**src/rtl/otp_pkg.sv**
```systemverilog
package otp_pkg;
   localparam int REG_W        = 32;
   // register byte offsets
   localparam int OFS_CTRL     = 'h00;
   localparam int OFS_CTRL_SET = 'h04;
   localparam int OFS_CTRL_CLR = 'h08;
   localparam int OFS_TIMING   = 'h10;
   localparam int OFS_WDATA    = 'h20;
   localparam int OFS_TRIGGER  = 'h30;
   localparam int OFS_RDATA    = 'h40;
   // control fields
   localparam int CTL_BUSY_BIT = 8;
   localparam int CTL_ERR_BIT  = 9;
   localparam int CTL_RLD_BIT  = 10;
   localparam int CTL_KEY_LSB  = 16;
   localparam int CTL_KEY_W    = 16;
   // timing fields
   localparam int TIM_SR_LSB   = 16;
   localparam int TIM_SR_MAX   = 6;
   localparam int TIM_RLX_LSB  = 12;
   localparam int TIM_RLX_MAX  = 4;
   localparam int TIM_PRG_LSB  = 0;
   localparam int TIM_PRG_MAX  = 12;
   localparam logic [REG_W-1:0] POISON_WORD = 32'hBADA_BADA;

   typedef enum logic [1:0] {
      SQ_IDLE,
      SQ_LEAD,
      SQ_STROBE,
      SQ_TAIL
   } seq_state_t;
endpackage

```
**src/rtl/otp_seq.sv**
```systemverilog
module otp_seq
   import otp_pkg::*;
#(
   parameter int ADDR_W = 7,
   parameter int SR_W   = 6,
   parameter int RLX_W  = 4
) (
   input  logic              clk,
   input  logic              rst_n,
   input  logic              start,
   input  logic [ADDR_W-1:0] start_addr,
   input  logic [RLX_W-1:0]  relax,
   input  logic [SR_W-1:0]   strobe_w,
   output logic              busy,
   output logic              done,
   output logic [ADDR_W-1:0] fuse_addr,
   output logic              fuse_en,
   output logic              fuse_rstrobe
);
   localparam int CNT_W = (SR_W > RLX_W) ? SR_W : RLX_W;

   seq_state_t        state_q;
   logic [CNT_W-1:0]  cnt_q;
   logic [ADDR_W-1:0] addr_q;
   logic [RLX_W-1:0]  rlx_q;
   logic [SR_W-1:0]   sr_q;
   logic              rlx_end;
   logic              sr_end;

   assign rlx_end = (cnt_q == CNT_W'(rlx_q));
   assign sr_end  = (cnt_q == CNT_W'(sr_q));

   always_ff @(posedge clk or negedge rst_n) begin
      if (!rst_n) begin
         state_q <= SQ_IDLE;
         cnt_q   <= '0;
         addr_q  <= '0;
         rlx_q   <= '0;
         sr_q    <= '0;
      end else begin
         unique case (state_q)
            SQ_IDLE: begin
               if (start) begin
                  state_q <= SQ_LEAD;
                  cnt_q   <= '0;
                  addr_q  <= start_addr;
                  rlx_q   <= relax;
                  sr_q    <= strobe_w;
               end
            end
            SQ_LEAD: begin
               if (rlx_end) begin
                  state_q <= SQ_STROBE;
                  cnt_q   <= '0;
               end else begin
                  cnt_q <= cnt_q + 1'b1;
               end
            end
            SQ_STROBE: begin
               if (sr_end) begin
                  state_q <= SQ_TAIL;
                  cnt_q   <= '0;
               end else begin
                  cnt_q <= cnt_q + 1'b1;
               end
            end
            SQ_TAIL: begin
               if (rlx_end) begin
                  state_q <= SQ_IDLE;
                  cnt_q   <= '0;
               end else begin
                  cnt_q <= cnt_q + 1'b1;
               end
            end
            default: state_q <= SQ_IDLE;
         endcase
      end
   end

   assign busy         = (state_q != SQ_IDLE);
   assign done         = (state_q == SQ_TAIL) && rlx_end;
   assign fuse_addr    = addr_q;
   assign fuse_en      = busy;
   assign fuse_rstrobe = (state_q == SQ_STROBE);
endmodule

```
**src/rtl/otp_regs.sv**
```systemverilog
module otp_regs
   import otp_pkg::*;
#(
   parameter int ADDR_W     = 7,
   parameter int FUSE_WORDS = 96,
   parameter int SR_W       = 6,
   parameter int RLX_W      = 4,
   parameter int PRG_W      = 12
) (
   input  logic                 clk,
   input  logic                 rst_n,
   input  logic                 wr_ctrl,
   input  logic                 wr_set,
   input  logic                 wr_clr,
   input  logic                 wr_tim,
   input  logic                 wr_wdat,
   input  logic                 go_req,
   input  logic [REG_W-1:0]     wdata,
   input  logic                 busy,
   input  logic                 done,
   input  logic [REG_W-1:0]     cap_data,
   input  logic                 cap_fault,
   output logic [ADDR_W-1:0]    ctrl_addr,
   output logic [CTL_KEY_W-1:0] ctrl_key,
   output logic                 ctrl_reload,
   output logic                 err_flag,
   output logic [SR_W-1:0]      tim_sread,
   output logic [RLX_W-1:0]     tim_relax,
   output logic [PRG_W-1:0]     tim_prog,
   output logic [REG_W-1:0]     wdat_q,
   output logic [REG_W-1:0]     rdat_q,
   output logic                 seq_start
);
   logic                 in_range;
   logic                 start_taken;
   logic                 err_evt;
   logic [ADDR_W-1:0]    adr_n;
   logic [CTL_KEY_W-1:0] key_n;
   logic                 rld_n;
   logic                 err_n;

   generate
      if (FUSE_WORDS == (1 << ADDR_W)) begin : g_full_range
         assign in_range = 1'b1;
      end else begin : g_part_range
         assign in_range = (32'(ctrl_addr) < 32'(FUSE_WORDS));
      end
   endgenerate

   assign start_taken = go_req && !busy;
   assign seq_start   = start_taken && in_range;
   assign err_evt     = (go_req && busy) || (start_taken && !in_range) || (done && cap_fault);

   always_comb begin
      adr_n = ctrl_addr;
      key_n = ctrl_key;
      rld_n = ctrl_reload;
      err_n = err_flag;
      if (wr_ctrl) begin
         adr_n = wdata[ADDR_W-1:0];
         key_n = wdata[CTL_KEY_LSB +: CTL_KEY_W];
         rld_n = wdata[CTL_RLD_BIT];
      end else if (wr_set) begin
         adr_n = ctrl_addr   | wdata[ADDR_W-1:0];
         key_n = ctrl_key    | wdata[CTL_KEY_LSB +: CTL_KEY_W];
         rld_n = ctrl_reload | wdata[CTL_RLD_BIT];
         err_n = err_flag    | wdata[CTL_ERR_BIT];
      end else if (wr_clr) begin
         adr_n = ctrl_addr   & ~wdata[ADDR_W-1:0];
         key_n = ctrl_key    & ~wdata[CTL_KEY_LSB +: CTL_KEY_W];
         rld_n = ctrl_reload & ~wdata[CTL_RLD_BIT];
         err_n = err_flag    & ~wdata[CTL_ERR_BIT];
      end
      if (start_taken) key_n = '0;
      if (err_evt)     err_n = 1'b1;
   end

   always_ff @(posedge clk or negedge rst_n) begin
      if (!rst_n) begin
         ctrl_addr   <= '0;
         ctrl_key    <= '0;
         ctrl_reload <= 1'b0;
         err_flag    <= 1'b0;
      end else begin
         ctrl_addr   <= adr_n;
         ctrl_key    <= key_n;
         ctrl_reload <= rld_n;
         err_flag    <= err_n;
      end
   end

   always_ff @(posedge clk or negedge rst_n) begin
      if (!rst_n) begin
         tim_sread <= '0;
         tim_relax <= '0;
         tim_prog  <= '0;
         wdat_q    <= '0;
      end else begin
         if (wr_tim) begin
            tim_sread <= wdata[TIM_SR_LSB  +: SR_W];
            tim_relax <= wdata[TIM_RLX_LSB +: RLX_W];
            tim_prog  <= wdata[TIM_PRG_LSB +: PRG_W];
         end
         if (wr_wdat) wdat_q <= wdata;
      end
   end

   always_ff @(posedge clk or negedge rst_n) begin
      if (!rst_n) begin
         rdat_q <= '0;
      end else if (done) begin
         rdat_q <= cap_fault ? POISON_WORD : cap_data;
      end else if (start_taken && !in_range) begin
         rdat_q <= POISON_WORD;
      end
   end
endmodule

```
**src/rtl/otp_read_ctrl.sv**
```systemverilog
module otp_read_ctrl
   import otp_pkg::*;
#(
   parameter int ADDR_W     = 7,
   parameter int FUSE_WORDS = 96,
   parameter int SR_W       = 6,
   parameter int RLX_W      = 4,
   parameter int PRG_W      = 12,
   parameter int BUS_AW     = 8
) (
   input  logic              clk,
   input  logic              rst_n,
   input  logic              bus_sel,
   input  logic              bus_wr,
   input  logic [BUS_AW-1:0] bus_addr,
   input  logic [31:0]       bus_wdata,
   output logic [31:0]       bus_rdata,
   output logic [ADDR_W-1:0] fuse_addr,
   output logic              fuse_en,
   output logic              fuse_rstrobe,
   input  logic [31:0]       fuse_rdata,
   input  logic              fuse_fault
);
   generate
      if (ADDR_W < 1 || ADDR_W > CTL_BUSY_BIT) begin : g_bad_addr_w
         $error("ADDR_W must lie in 1..8");
      end
      if (FUSE_WORDS < 1 || FUSE_WORDS > (1 << ADDR_W)) begin : g_bad_words
         $error("FUSE_WORDS must lie in 1..2**ADDR_W");
      end
      if (SR_W < 1 || SR_W > TIM_SR_MAX || RLX_W < 1 || RLX_W > TIM_RLX_MAX
          || PRG_W < 1 || PRG_W > TIM_PRG_MAX) begin : g_bad_tim
         $error("timing field widths exceed their register slots");
      end
      if (BUS_AW < 7) begin : g_bad_bus
         $error("BUS_AW too narrow for the register map");
      end
   endgenerate

   logic                 wr_any;
   logic                 wr_ctrl, wr_set, wr_clr, wr_tim, wr_wdat, go_req;
   logic                 busy, done, seq_start;
   logic [ADDR_W-1:0]    ctrl_addr;
   logic [CTL_KEY_W-1:0] ctrl_key;
   logic                 ctrl_reload, err_flag;
   logic [SR_W-1:0]      tim_sread;
   logic [RLX_W-1:0]     tim_relax;
   logic [PRG_W-1:0]     tim_prog;
   logic [REG_W-1:0]     wdat_q, rdat_q;
   logic [REG_W-1:0]     ctrl_rd, tim_rd;

   assign wr_any  = bus_sel && bus_wr;
   assign wr_ctrl = wr_any && (bus_addr == BUS_AW'(OFS_CTRL));
   assign wr_set  = wr_any && (bus_addr == BUS_AW'(OFS_CTRL_SET));
   assign wr_clr  = wr_any && (bus_addr == BUS_AW'(OFS_CTRL_CLR));
   assign wr_tim  = wr_any && (bus_addr == BUS_AW'(OFS_TIMING));
   assign wr_wdat = wr_any && (bus_addr == BUS_AW'(OFS_WDATA));
   assign go_req  = wr_any && (bus_addr == BUS_AW'(OFS_TRIGGER)) && bus_wdata[0];

   otp_regs #(
      .ADDR_W(ADDR_W), .FUSE_WORDS(FUSE_WORDS),
      .SR_W(SR_W), .RLX_W(RLX_W), .PRG_W(PRG_W)
   ) u_regs (
      .clk(clk), .rst_n(rst_n),
      .wr_ctrl(wr_ctrl), .wr_set(wr_set), .wr_clr(wr_clr),
      .wr_tim(wr_tim), .wr_wdat(wr_wdat), .go_req(go_req),
      .wdata(bus_wdata), .busy(busy), .done(done),
      .cap_data(fuse_rdata), .cap_fault(fuse_fault),
      .ctrl_addr(ctrl_addr), .ctrl_key(ctrl_key),
      .ctrl_reload(ctrl_reload), .err_flag(err_flag),
      .tim_sread(tim_sread), .tim_relax(tim_relax), .tim_prog(tim_prog),
      .wdat_q(wdat_q), .rdat_q(rdat_q), .seq_start(seq_start)
   );

   otp_seq #(
      .ADDR_W(ADDR_W), .SR_W(SR_W), .RLX_W(RLX_W)
   ) u_seq (
      .clk(clk), .rst_n(rst_n),
      .start(seq_start), .start_addr(ctrl_addr),
      .relax(tim_relax), .strobe_w(tim_sread),
      .busy(busy), .done(done),
      .fuse_addr(fuse_addr), .fuse_en(fuse_en), .fuse_rstrobe(fuse_rstrobe)
   );

   always_comb begin
      ctrl_rd = '0;
      ctrl_rd[ADDR_W-1:0]                 = ctrl_addr;
      ctrl_rd[CTL_BUSY_BIT]               = busy;
      ctrl_rd[CTL_ERR_BIT]                = err_flag;
      ctrl_rd[CTL_RLD_BIT]                = ctrl_reload;
      ctrl_rd[CTL_KEY_LSB +: CTL_KEY_W]   = ctrl_key;
      tim_rd = '0;
      tim_rd[TIM_SR_LSB  +: SR_W]  = tim_sread;
      tim_rd[TIM_RLX_LSB +: RLX_W] = tim_relax;
      tim_rd[TIM_PRG_LSB +: PRG_W] = tim_prog;
   end

   always_comb begin
      if (bus_addr == BUS_AW'(OFS_CTRL) || bus_addr == BUS_AW'(OFS_CTRL_SET)
          || bus_addr == BUS_AW'(OFS_CTRL_CLR))   bus_rdata = ctrl_rd;
      else if (bus_addr == BUS_AW'(OFS_TIMING))    bus_rdata = tim_rd;
      else if (bus_addr == BUS_AW'(OFS_WDATA))     bus_rdata = wdat_q;
      else if (bus_addr == BUS_AW'(OFS_RDATA))     bus_rdata = rdat_q;
      else                                         bus_rdata = '0;
   end
endmodule

```
**config.mk**
```make
export PLATFORM = sky130hd
export DESIGN_NAME = otp_read_ctrl
export DESIGN_NICKNAME = d
export VERILOG_FILES = /design/src/rtl/otp_pkg.sv /design/src/rtl/otp_seq.sv /design/src/rtl/otp_regs.sv /design/src/rtl/otp_read_ctrl.sv
export SDC_FILE = /design/constraint.sdc
export NUM_CORES = 1
export LEC_CHECK = 0
export ABC_AREA = 1
export CAP_MARGIN = 5
export CORE_MARGIN = 10
export CORE_UTILIZATION = 26
export DETAILED_ROUTE_END_ITERATION = 12
export DONT_BUFFER_PORTS = 1
export GPL_TIMING_DRIVEN = 0
export MAX_ROUTING_LAYER = met4
export PLACE_DENSITY = 0.46
export SLEW_MARGIN = 15
export SYNTH_ARGS = -nofsm -noshare
export SYNTH_HDL_FRONTEND = slang
export SYNTH_SLANG_ARGS = --single-unit
```
**constraint.sdc**
```tcl
create_clock -name clk -period 2.3 [get_ports clk]
set_input_delay 0.46 -clock clk [delete_from_list [all_inputs] [get_ports clk]]
set_output_delay 0.46 -clock clk [all_outputs]
set_load 0.03 [all_outputs]
```
## After elaboration in Yosys (flattened, before gate mapping)

Cells that the tools add are included.

- Latch bits: 0
- Memories: 0
- Register bits: 136
- Output and inout bits: 41
- ROM bits: 0
- Bits of input ports: 77
- Memory bits (writable): 0

- $lt $le $gt $ge: 1
- Div/mod/pow operators: 0
- Mux-type cells: 30
- Reductions and logical operators: 31
- Bitwise operators: 12
- Equality and inequality tests: 16
- Shifts and indexed selects: 0
- Multipliers: 0
- $add $sub $neg: 1

Operators with widths:

| operator | count |
|---|---|
| 32-bit two-way mux | 7 |
| 16-bit two-way mux | 4 |
| 7-bit two-way mux | 3 |
| 6-bit two-way mux | 3 |
| 6-bit case mux with 3 select lines | 1 |
| 16-bit bitwise AND | 1 |
| 8-bit by 6-bit == test with 1-bit output, second input constant | 2 |
| 16-bit inverter | 1 |
| 16-bit bitwise OR | 1 |
| 1-bit logical AND | 14 |
| 8-bit by 3-bit == test with 1-bit output, second input constant | 1 |
| 8-bit by 4-bit == test with 1-bit output, second input constant | 1 |
| 8-bit by 5-bit == test with 1-bit output, second input constant | 1 |
| 8-bit by 7-bit == test with 1-bit output, second input constant | 1 |
| 8-bit logical NOT | 1 |
| 2-bit two-way mux | 4 |
| 2-bit case mux with 4 select lines | 1 |
| 7-bit bitwise AND | 1 |
| 7-bit < comparator, second input constant | 1 |
| 1-bit two-way mux | 7 |
| 7-bit inverter | 1 |
| 7-bit bitwise OR | 1 |
| 6-bit by 1-bit adder with 6-bit output, second input constant | 1 |
| 6-bit by 4-bit == test with 1-bit output | 1 |
| 17 further kinds | 31 |

## Logic depth before layout (Yosys ltp)

Gate-level depths: netlist of run 1.

- Word-level depth: 9
- Mapped depth: 10
- Gate-level depth less buffers: 9

## Modules after synthesis

A second synthesis of run 1 with hierarchy kept.

- Cell total of the unflattened synthesis: 939
- Area, all modules: 7504.7 um^2

Modules (own cells, without submodules):

| module | cells an instance | area an instance (um^2) | instances |
|---|---|---|---|
| otp_regs | 511 | 4837.1 | 1 |
| otp_seq | 161 | 1361.3 | 1 |
| otp_read_ctrl | 267 | 1306.3 | 1 |

## Worst setup path before layout of run 1

No wires, ideal clock.

- Path type: input -> output
- From: input port bus_addr[1]
- To: output port bus_rdata[8]
- Stages: 6
- Buffers on the path: 1
- Data required time: 1.840 ns
- Arrival time: 1.525 ns
- Path slack: 0.315 ns
- Path through: nor2_4 nand3_2 a21oi_2 buf_2 nand2_1 nand4_1

- Longest elaborated chain between the ends: 5
- Elaborated cells between the ends (all ways): 12
- Classes of those cells: 5 x eq/ne; 4 x mux; 3 x reduce/logical

RTL lines:

| item | RTL line | text |
|---|---|---|
| start, declared | otp_read_ctrl.sv:15 | `input logic [BUS_AW-1:0] bus_addr,` |
| 8-bit by 7-bit == test with 1-bit output | otp_read_ctrl.sv:103 | `else if (bus_addr == BUS_AW'(OFS_RDATA)) bus_rdata = rdat_q;` |
| 32-bit two-way mux | otp_read_ctrl.sv:103 |  |
| 32-bit two-way mux | otp_read_ctrl.sv:102 | `else if (bus_addr == BUS_AW'(OFS_WDATA)) bus_rdata = wdat_q;` |
| 32-bit two-way mux | otp_read_ctrl.sv:101 | `else if (bus_addr == BUS_AW'(OFS_TIMING)) bus_rdata = tim_rd;` |
| 32-bit two-way mux * | otp_read_ctrl.sv:99 | `if (bus_addr == BUS_AW'(OFS_CTRL) \|\| bus_addr == BUS_AW'(OFS_CTRL_SET)` |
| end, declared | otp_read_ctrl.sv:17 | `output logic [31:0] bus_rdata,` |

Every way passes the cells marked *; elsewhere a longest branch is shown, timed or not.

## Final worst setup path of run 1

- From: input port bus_addr[1]
- To: output port bus_rdata[16]

The elaborated chain is that of the path after synthesis.

==> metrics.md, run 1 <==
| Metric | Value |
|---|---|
| Initial DRT Pass Iterations | 5 |
| Die Y | between 150 and 200 um |
| Syn Area/Cell | around 7.6 um^2 |
| Slowest cell on crit path | nand4_1 |
| Crit start category | primary input |
| Dominant cells by area after synthesis | dfrtp_1 50%, nand2_1 19%, nand3_1 6.9% |
| Violated checks | negative hold slack |
| Drt total wl | around 24 mm |
| Worst path required time | 1840 ps |
| Clock Skew | between 10 and 15 ps |
| CP endpoint kind | output pin |
| TritonCTS clock tree | yes |
| Max Root-Sink Buffers | 2 |
| Clock transition at the registers of the reported paths | about 60 ps |
| Top-count cell post-synth | nand2_1 |
| DR WL/cell | between 15 and 20 um |
| Nets | 1002 |
| Storage cell area | roughly 3400 um^2 |
| Async SR Flop Fraction | 1.000 |
| First-pass GRT wire length | ~37 mm |
| Crit path kind | primary input to output pin |
| Critical path's top delay family | simple AND/OR/NAND/NOR gates |
| Cell Pwr Density | slightly below 800 nW/um^2 |
| Top FF cell, synth | dfrtp_1 |
| FILL cells | 2863 |
| Min Hold Slack | -266.9 ps |
| Post-synth top area cell | dfrtp_1 |
| Post-synth top area share | 0.5022 |
| Number of enable flip-flop cells after synthesis | 0 |
| CTS buffer count | 17 |
| Status | finished, violations left |
| Iter 0 DRT Violations | 505 |
| Worst-Margin Slew | 564.7 ps |
| Detail Route Antenna Nets | 0 |
| Root buffer cell | clkbuf_16 |
| I/O pin count | approximately 120 |
| Crit path max fanout | 10 |
| Most instantiated cells after synthesis | 347 x nand2_1, 136 x dfrtp_1, 94 x nand3_1 |
| Initial antenna violation count | 1 |
| GRT Total Usage | 0.1501 |
| WP buf/inv | 1 |
| Vias per cell | roughly 4.7 |
| DR vias | ~6000 |
| Final-report max-slew violation count | 0 |
| Starting density of the core | 0.2623 |
| Critical path's largest stage delay | about 370 ps |
| Area of the multi-input gates | 2987 um^2 |
| Share of layout cells above drive strength 1 | 0.1214 |
| Yosys warnings | 0 |
| Core area | between 20000 and 30000 um^2 |
| Detailed Place HPWL | around 18 mm |
| Crit-path cells | nor2_4, nand3_2, a21oi_4, clkbuf_4, nand2_1, nand4_1 |
| Unrepaired setup endpoints after global routing | no |
| Crit share post-route | 0.9620 |
| Yosys cell types | 28 |
| Synthesized area | between 6000 and 7000 um^2 |
| Row Count | a little under 60 |
| Die width | 181.4 um |
| Worst path arrival time | approximately 1800 ps |
| Max Fclk | 0.4520 GHz |
| Count of input and output buffers | 0 |
| Number of max-cap violations | 0 |
| # H-tree levels | 4 |
| Hold Path Class | primary input to asynchronous set/reset pin |
| Final hold violation count | approximately 140 |
| Grt ovf | 0 |
| Post-DP Area | between 7000 and 8000 um^2 |
| Fin crit period | 2213 ps |
| Relative slew margins | 0.6235 |
| CTS Sinks | roughly 140 |
| Design area | approximately 8000 um^2 |
| Mapped Cells | 894 |
| Final-report setup violation count | 0 |
| GP Congestion | about 0.84 |
| Syn nets | ~1000 |
| Clk_lat worst skew | around 430 ps |
| # DRC | 0 |
| Peak VDD IR | a little over 0.0004 V |
| Area growth syn-to-layout | 17.30% |
| Die footprint | about 33000 um^2 |
| Number of synthesized register bits | between 100 and 150 |
| Number of global-route vias before repair | just under 6000 |
| Largest net degree at the start of global routing | roughly 140 |
| Leakage | around 4 nW |
| Post-synthesis sequential area ratio | 0.5022 |
==> per-stage QoR <==
step	setup slack (ps)	utilization	instances	TNS, ps	power, mW
finish	87.48	0.3077	1267	0	6.234
global route	4.360	0.3077	1267	0	6.522
CTS	0.7208	0.3036	1261	0	6.266
detailed placement	-280.5	0.2785	1229	-4825	3.368
global placement	-313.9	0.2785	1229	-5035	3.360
floorplan	314.9	-	894	0	3.184
==> worst paths after layout <==
check                                        startpoint                            end  slack [ps]  cells past startpoint
setup / recovery                            bus_addr[1]                  bus_rdata[16]          90                      6
hold / removal                                    rst_n     asynchronous set/reset pin        -270                      0
setup reg to reg           u_seq.state_q[1]$_DFFE_PN0P_      u_seq.sr_q[4]$_DFFE_PN0P_         370                      9
hold reg to reg            u_regs.wdat_q[7]$_DFFE_PN0P_   u_regs.wdat_q[7]$_DFFE_PN0P_         490                      2
max in group asynchronous                         rst_n  u_regs.wdat_q[25]$_DFFE_PN0P_        2270                      0
min in group clk                         fuse_rdata[15]  u_regs.rdat_q[15]$_DFFE_PN0P_         160                      2
==> state kept, by name (all words and copies together), names as in the netlist, 4 cells and up, named ones only <==
name and flops:
u_seq.sr_q 6, u_regs.tim_sread 6, u_regs.rdat_q 32, u_regs.tim_relax 4
u_regs.tim_prog 12, u_seq.cnt_q 6, u_regs.ctrl_key 16, u_regs.wdat_q 32
u_seq.fuse_addr 7, u_seq.rlx_q 4
==> final cells by class <==
cell class / instances / area share
Clock inverter: 14 / 0.02172
Tap cell: 335 / 0.05273
Clock buffer: 17 / 0.05352
Inverter: 74 / 0.03589
Buffer: 35 / 0.02629
Timing Repair Buffer: 6 / 0.005667
Antenna cell: 1 / 0.0003148
Multi-Input combinational cell: 649 / 0.3757
Sequential cell: 136 / 0.4281
==> layer usage <==
| metal | vias up | wire length [um] | track usage |
|---|---|---|---|
| met5 | - | 0 | - |
| met4 | 0 | 201 | 0.02961 |
| met3 | 12 | 1696 | 0.04751 |
| met2 | 161 | 11400 | 0.2312 |
| met1 | 2877 | 10900 | 0.1906 |
| li1 | 2890 | - | - |
==> cell families after synthesis <==
group                      Yosys count  share of synthesized area
and+or+nand+nor                    562                     0.3556
DFF                                136                     0.5022
buffers and inverters              109                    0.06813
AOI/OAI and AO/OA                   77                    0.05779
adders and majority gates            6                    0.01108
xor gates and xnor gates             4                   0.005169
==> repair_timing <==
| action | in CTS | in global routing |
|---|---|---|
| buffers inserted | 1 | 5 |
| endpoints found under the hold margin | 136 | 136 |
| pin swaps | 7 | 8 |
| endpoints found under the setup margin | 26 | 26 |
| cloned | 0 | 0 |
| resized for setup | 12 | 19 |
==> power by group <==
group          total [mW]  internal (mW)  switching, mW
Clock                2.84           1.71           1.13
Combinational       0.723          0.255          0.467
Sequential           2.67           2.54          0.132
==> placed cells by master (no fill, tap or decap), types with 3 or more instances in the layout <==
cell       instances
clkinv_4           3
clkbuf_1           3
clkbuf_16         17
ha_1               5
inv_2              8
nor2_2             3
inv_1             64
buf_4             14
nand3_4            3
dfrtp_1          136
bufinv_16          3
nand2_2            6
nor2_1            77
nand2_1          347
xor2_1             4
nand4_1           19
nand3_1           83
buf_2             20
o21ai_1           50
nand3_2           13
nor2_4             3
clkinv_2           3
o21ai_0           23
inv_6              4
(Power assumes the default switching activity.)
==> run 2, diff against run 1 <==
--- a/config.mk
+++ b/config.mk
@@ -15,4 +15,5 @@
 export MAX_ROUTING_LAYER = met4
 export PLACE_DENSITY = 0.46
+export SKIP_LAST_GASP = 1
 export SLEW_MARGIN = 15
 export SYNTH_ARGS = -nofsm -noshare
==> constraint.sdc (replaced) <==
create_clock -name clk -period 2.3 [get_ports clk]
set_input_delay 0.23 -clock clk [delete_from_list [all_inputs] [get_ports clk]]
set_output_delay 0.23 -clock clk [all_outputs]
set_load 0.03 [all_outputs]
==> metrics.md, run 2 (synthesis gave the netlist of run 1 again) <==
| Metric | Value |
|---|---|
| Status | finished, violations left |
| Violated checks | negative hold slack |
| Count of input and output buffers | 0 |
| Setup_tns | 0 ps |
| Drt total wl | approximately 24 mm |
| Final-report max-slew violation count | 0 |
| Die width | around 180 um |
| Peak VDD IR | roughly 0.00040 V |
| Die footprint | about 33000 um^2 |
| Vias per cell | 4.667 |
| Slowest cell on crit path | dfrtp_1 |
| Clk_lat worst skew | between 400 and 500 ps |
| Crit share post-route | 0.9253 |
| Commonest non-fill, non-tap cells in the layout | 347 x nand2_1, 136 x dfrtp_1, 94 x nand3_1, 77 x nor2_1, 67 x inv_1 |
| Critical path's top delay family | simple AND/OR/NAND/NOR gates |
| Number of max-cap violations | 0 |
| First-pass GRT wire length | around 37 mm |
| CTS Sinks | 136 |
| Initial antenna violation count | 1 |
| Worst path required time | roughly 2100 ps |
| Hold Path Class | primary input to asynchronous set/reset pin |
| DR vias | about 6200 |
| FF-to-FF path depth | 9 |
| Cts hold-fix bufs | 62 |
| Core area | around 26000 um^2 |
| Critical path's largest stage delay | ~420 ps |
| Setup Buffers After CTS | 0 |
| Detailed Place HPWL | about 18 mm |
| # H-tree levels | 4 |
| WP buf/inv | 2 |
| Crit-path cells | inv_1, ha_2, inv_4, nand2_1, nand4_1 |
| Commonest non-fill, non-tap cell in the layout | nand2_1 |
| Grt ovf | 0 |
| Share of layout cells above drive strength 1 | 0.09422 |
| Cell Pwr Density | between 700 and 800 nW/um^2 |
| Leakage | 4.150 nW |
| Unrepaired setup endpoints after global routing | no |
| DR WL/cell | roughly 18 um |
| Final hold violation count | about 140 |
| I/O pin count | 118 |
| Area growth syn-to-layout | 24.28% |
| Largest net degree at the start of global routing | approximately 140 |
| Max Fclk | roughly 0.47 GHz |
| Area of the multi-input gates | 2914 um^2 |
| Number of global-route vias before repair | slightly above 6000 |
| Root buffer cell | clkbuf_16 |
| GRT Total Usage | 0.1517 |
| Clock transition at the registers of the reported paths | about 60 ps |
| Setup WS pre-CTS | around 24 ps |
| Fin crit period | between 2000 and 2500 ps |
| Worst path arrival time | approximately 1900 ps |
| Largest regs | u_regs.rdat_q x32, u_regs.wdat_q x32, u_regs.ctrl_key x16 |
| Die Y | 181.4 um |
| FILL cells | ~2800 |
| Worst-Margin Slew | ~600 ps |
| Crit start category | flop |
| TritonCTS clock tree | yes |
| Max Root-Sink Buffers | 2 |
| Nets | 1058 |
| Crit path max fanout | 9 |
| Initial DRT Pass Iterations | 5 |
| # DRC | 0 |
| Final-report setup violation count | 0 |
| Storage cell area | ~3400 um^2 |
| CP Depth | 5 |
| Clock Skew | approximately 14 ps |
| Min Hold Slack | -493.3 ps |
| Detail Route Antenna Nets | 0 |
| Iter 0 DRT Violations | ~500 |
| CP endpoint kind | output pin |
| GP Congestion | 0.8380 |
| CTS buffer count | 17 |
| Crit path kind | flop to output pin |
| PnR worst setup slack | 171.8 ps |
| Row Count | slightly below 60 |
| Relative slew margins | 0.6006 |
| Starting density of the core | 0.2623 |
run 2: cell types whose count changed in the layout (fill, tap and decap cells not counted), sizes merged:
cell,delta
buf,-4
clkbuf,-2
dlygate4sd3,+62
run 2: per-stage QoR:
stage	utilization	hold WS [ps]	cell area (um^2)	power (mW)	std cells
global placement	0.2785	-52.23	7196	3.360	1229
floorplan	-	-65.59	6777	3.184	894
CTS	0.3258	-504.0	8417	6.332	1322
finish	0.3260	-493.3	8422	6.272	1323
global route	0.3260	-514.6	8422	6.566	1323
detailed placement	0.2785	-51.16	7196	3.368	1229
run 2: what timing repair did:
action	4_1_cts	5_1_grt
pin swaps	1	1
endpoints found under the setup margin	1	2
resized for setup	1	2
hold endpoints to repair	229	136
run 2: worst register-to-register path, stage by stage (launching register included):
cell     delay (ps)
dfrtp_1         420
inv_1           130
ha_2            310
inv_4           140
nor2_1          240
nand3_4         210
inv_2           180
buf_2           210
nand2_1         100
o21ai_0          80
run 2: area by class of cell:
| cell class | count | area share |
|---|---|---|
| antenna | 1 | 0.0002971 |
| buffer | 35 | 0.02154 |
| clock buffer | 17 | 0.05051 |
| clock inverter | 14 | 0.02050 |
| inverter | 74 | 0.03358 |
| multi-input combinational | 649 | 0.3460 |
| sequential | 136 | 0.4041 |
| tap | 335 | 0.04977 |
| timing repair buffer | 62 | 0.07369 |
run 2: layer usage:
layer,track usage,vias up,wire [um]
met1,0.1958,2991,11140
met5,-,-,0
met3,0.04135,13,1524
met4,0.03059,0,201
met2,0.2344,168,11490
li1,-,3002,-
run 2: where the power goes:
group,internal (mW),switching [mW],total [mW]
Clock,1.71,1.13,2.84
Combinational,0.287,0.479,0.765
Sequential,2.54,0.130,2.67
run 2: path summary, 6_finish.rpt:
kind                                                 from                             end  slack, ps
max                          u_seq.state_q[0]$_DFFE_PN0P_                    bus_rdata[8]        170
min                                                 rst_n      asynchronous set/reset pin       -490
max reg2reg                  u_seq.state_q[0]$_DFFE_PN0P_       u_seq.sr_q[4]$_DFFE_PN0P_        200
min reg2reg                u_regs.tim_prog[1]$_DFFE_PN0P_  u_regs.tim_prog[1]$_DFFE_PN0P_        490
max in group asynchronous                           rst_n   u_regs.wdat_q[25]$_DFFE_PN0P_       2480
min in group clk                             bus_wdata[4]                            flop         20
==> run 3, diff against run 2 <==
- ABC_AREA: 1 -> 0
- GPL_TIMING_DRIVEN: 0 -> default
- SYNTH_HIERARCHICAL: default -> 1
==> metrics.md, run 3 <==
| Metric | Value |
|---|---|
| DR vias | just over 5000 |
| Vias per cell | 5.193 |
| GP Congestion | 0.7870 |
| Dominant cells by area after synthesis | dfrtp_1 51%, mux2_2 12%, a32o_1 3.6% |
| Critical path's largest stage delay | approximately 800 ps |
| Post-synthesis adder-cell area fraction | 0.01125 |
| Hold Path Class | primary input to asynchronous set/reset pin |
| Number of global-route vias before repair | about 5600 |
| Yosys cell types | 60 |
| Mux contribution to synthesized area | 0.1215 |
| Number of synthesized register bits | 136 |
| Count of input and output buffers | 0 |
| Async SR Flop Fraction | 1.000 |
| Initial DRT Pass Iterations | 4 |
| Compound-cell area share of the yosys netlist | 0.1783 |
| FF-to-FF path depth | 5 |
| Starting density of the core | 0.2643 |
| # H-tree levels | 4 |
| Max Fclk | between 0.4 and 0.5 GHz |
| Cell Pwr Density | roughly 760 nW/um^2 |
| Number of max-cap violations | 0 |
| Die footprint | 32480 um^2 |
| Leakage | between 3 and 4 nW |
| Commonest non-fill, non-tap cells in the layout | 136 x dfrtp_1, 69 x mux2_2, 66 x dlygate4sd3_1, 36 x nand2_1, 35 x buf_4 |
| Min Hold Slack | -491.1 ps |
| ANT cells | 0 |
| Die Y | approximately 180 um |
| Worst path arrival time | between 2000 and 3000 ps |
| Most instantiated cells after synthesis | 136 x dfrtp_1, 69 x mux2_2, 37 x nand2_1 |
| DR WL/cell | 23.31 um |
| # DRC | 0 |
| Placed Cells | between 800 and 900 |
| Final-report setup violation count | 0 |
| Row Count | between 50 and 60 |
| Post-DP Area | around 7700 um^2 |
| GRT Total Usage | 0.1449 |
| Post-synthesis xor/xnor area fraction | 0.01312 |
| Detailed Place HPWL | around 15 mm |
| Design area | ~9000 um^2 |
| Max Root-Sink Buffers | 2 |
| Share of layout cells above drive strength 1 | 0.2964 |
| Mapped Cells | between 500 and 600 |
| Grt ovf | 0 |
| Setup_tns | 0 ps |
| Slowest cell on crit path | a31oi_2 |
| Syn nets | between 600 and 700 |
| Crit share post-route | 0.9349 |
| Yosys warnings | 6 |
| Crit path kind | flop to flop |
| Commonest non-fill, non-tap cell in the layout | dfrtp_1 |
| Core area | ~25000 um^2 |
| Worst path required time | ~2600 ps |
| Initial antenna violation count | 0 |
| Largest regs | u_regs/rdat_q x32, u_regs/wdat_q x32, u_regs/ctrl_key x16 |
| Worst-Margin Slew | between 1000 and 1500 ps |
| Status | finished, violations left |
| Fin crit period | ~2200 ps |
| Peak VDD IR | a little over 0.0006 V |
| Root buffer cell | clkbuf_16 |
| Nets | around 730 |
| Synthesized area | between 6000 and 7000 um^2 |
| Largest family of logic cells by synthesized area | compound AO/OA/AOI/OAI gates |
| Clk_lat worst skew | 420 ps |
| CTS Sinks | around 140 |
| Final hold violation count | 136 |
| Cts hold-fix bufs | 66 |
| Violated checks | negative hold slack |
| CTS buffer count | 17 |
| Die width | between 150 and 200 um |
| Detail Route Antenna Nets | 0 |
| Post-synth top area share | 0.5098 |
| Area growth syn-to-layout | 33.87% |
| Unrepaired setup endpoints after global routing | no |
| I/O pin count | about 120 |
| First-pass GRT wire length | about 36 mm |
| Crit-path cells | xor2_1, nor3_2, and3_1, a31oi_2, a22o_1 |
| Clock transition at the registers of the reported paths | about 60 ps |
| Crit start category | flop |
| Drt total wl | between 20 and 25 mm |
| Number of enable flip-flop cells after synthesis | 0 |
| Iter 0 DRT Violations | approximately 360 |
| Relative slew margins | 0.3299 |
| Top-count cell post-synth | dfrtp_1 |
| Largest net degree at the start of global routing | roughly 140 |
| Synth Area in Simple Gates | 0.1267 |
| Top FF cell, synth | dfrtp_1 |
| Post-synth top area cell | dfrtp_1 |
| Clock Skew | just over 10 ps |
| Crit path max fanout | 12 |
| CP endpoint kind | flop |
| Setup Buffers After CTS | 0 |
| Post-synthesis sequential area ratio | 0.5098 |
| FILL cells | 2500 |
| Final-report max-slew violation count | 0 |
| Syn Area/Cell | 12.36 um^2 |
| TritonCTS clock tree | yes |
| Post-Layout Cell Count | between 900 and 1000 |
run 3: cell count changes after synthesis, sizes merged, moves of 17 or more:
cell / previous run / this run
o22a: 0 / 20
o21ai: 73 / 4
nand4: 20 / 2
o211ai: 0 / 19
nand3: 99 / 35
nand2: 353 / 38
mux2: 0 / 72
inv: 74 / 3
a32o: 0 / 24
nor2: 83 / 8
a22oi: 0 / 17
run 3: cells by family after synthesis:
kind of cell / Yosys count
compound gates: 133
xor+xnor: 10
fa+ha+maj: 6
buf+inv: 45
flops: 136
mux: 72
simple gates: 138
run 3: worst paths after layout:
path / from / to / slack, ps
min in group clk: bus_wdata[24] / u_regs/ctrl_key[8]$_DFFE_PN0P_ / 30
worst max-delay path: u_seq/cnt_q[2]$_DFFE_PN0N_ / u_regs/rdat_q[5]$_DFFE_PN0P_ / 150
worst min register to register: u_regs/wdat_q[14]$_DFFE_PN0P_ / u_regs/wdat_q[14]$_DFFE_PN0P_ / 490
max in group asynchronous: rst_n / u_regs/tim_prog[0]$_DFFE_PN0P_ / 2560
worst min-delay path: rst_n / u_regs/wdat_q[11]$_DFFE_PN0P_ / -490
worst max register to register: u_seq/cnt_q[2]$_DFFE_PN0N_ / u_regs/rdat_q[5]$_DFFE_PN0P_ / 150
run 3: per-stage QoR:
step           setup slack, ps  total power, mW  utilization
2_1_floorplan            3.276            3.573            -
3_3_place_gp             180.1            3.874       0.3037
3_5_place_dp             154.9            3.916       0.3037
4_1_cts                  126.6            6.871       0.3537
5_1_grt                  49.42            7.115       0.3538
6_report                 149.7            6.812       0.3538
run 3: where the power goes:
group,total (mW),switching [mW],internal [mW]
clock network,2.82,1.03,1.79
registers,2.83,0.166,2.66
logic,1.16,0.618,0.545
total,6.81,1.81,5.00
run 3: cell type report:
cell class | count | area, um^2 | area share
timing repair buffer | 127 | 1444 | 0.1616
inverter | 4 | 18.77 | 0.002100
tap | 330 | 412.9 | 0.04621
sequential | 136 | 3403 | 0.3808
clock inverter | 7 | 116.4 | 0.01302
multi-input combinational | 359 | 3055 | 0.3419
clock buffer | 25 | 485.5 | 0.05433
run 3: routing by layer:
metal  share of wire  vias to the layer above  wire [um]  global-route usage
li1                -                     2290          -                   -
met1            0.44                     2673      10160              0.1802
met2            0.49                      152      11200              0.2308
met3           0.064                       16       1472             0.04036
met4          0.0086                        0        199             0.02986
met5               0                        -          0                   -
run 3: critical path, delay by kind of cell (launching register included):
kind,cells,cell delay [ps]
AND/OR/NAND/NOR,2,320
XOR/XNOR,1,200
AO/OA/AOI/OAI,2,1070
flip-flops,1,480
run 3: what timing repair did:
action,in CTS,in global routing
setup endpoints to repair,0,1
resized for setup,0,1
hold endpoints to repair,247,136
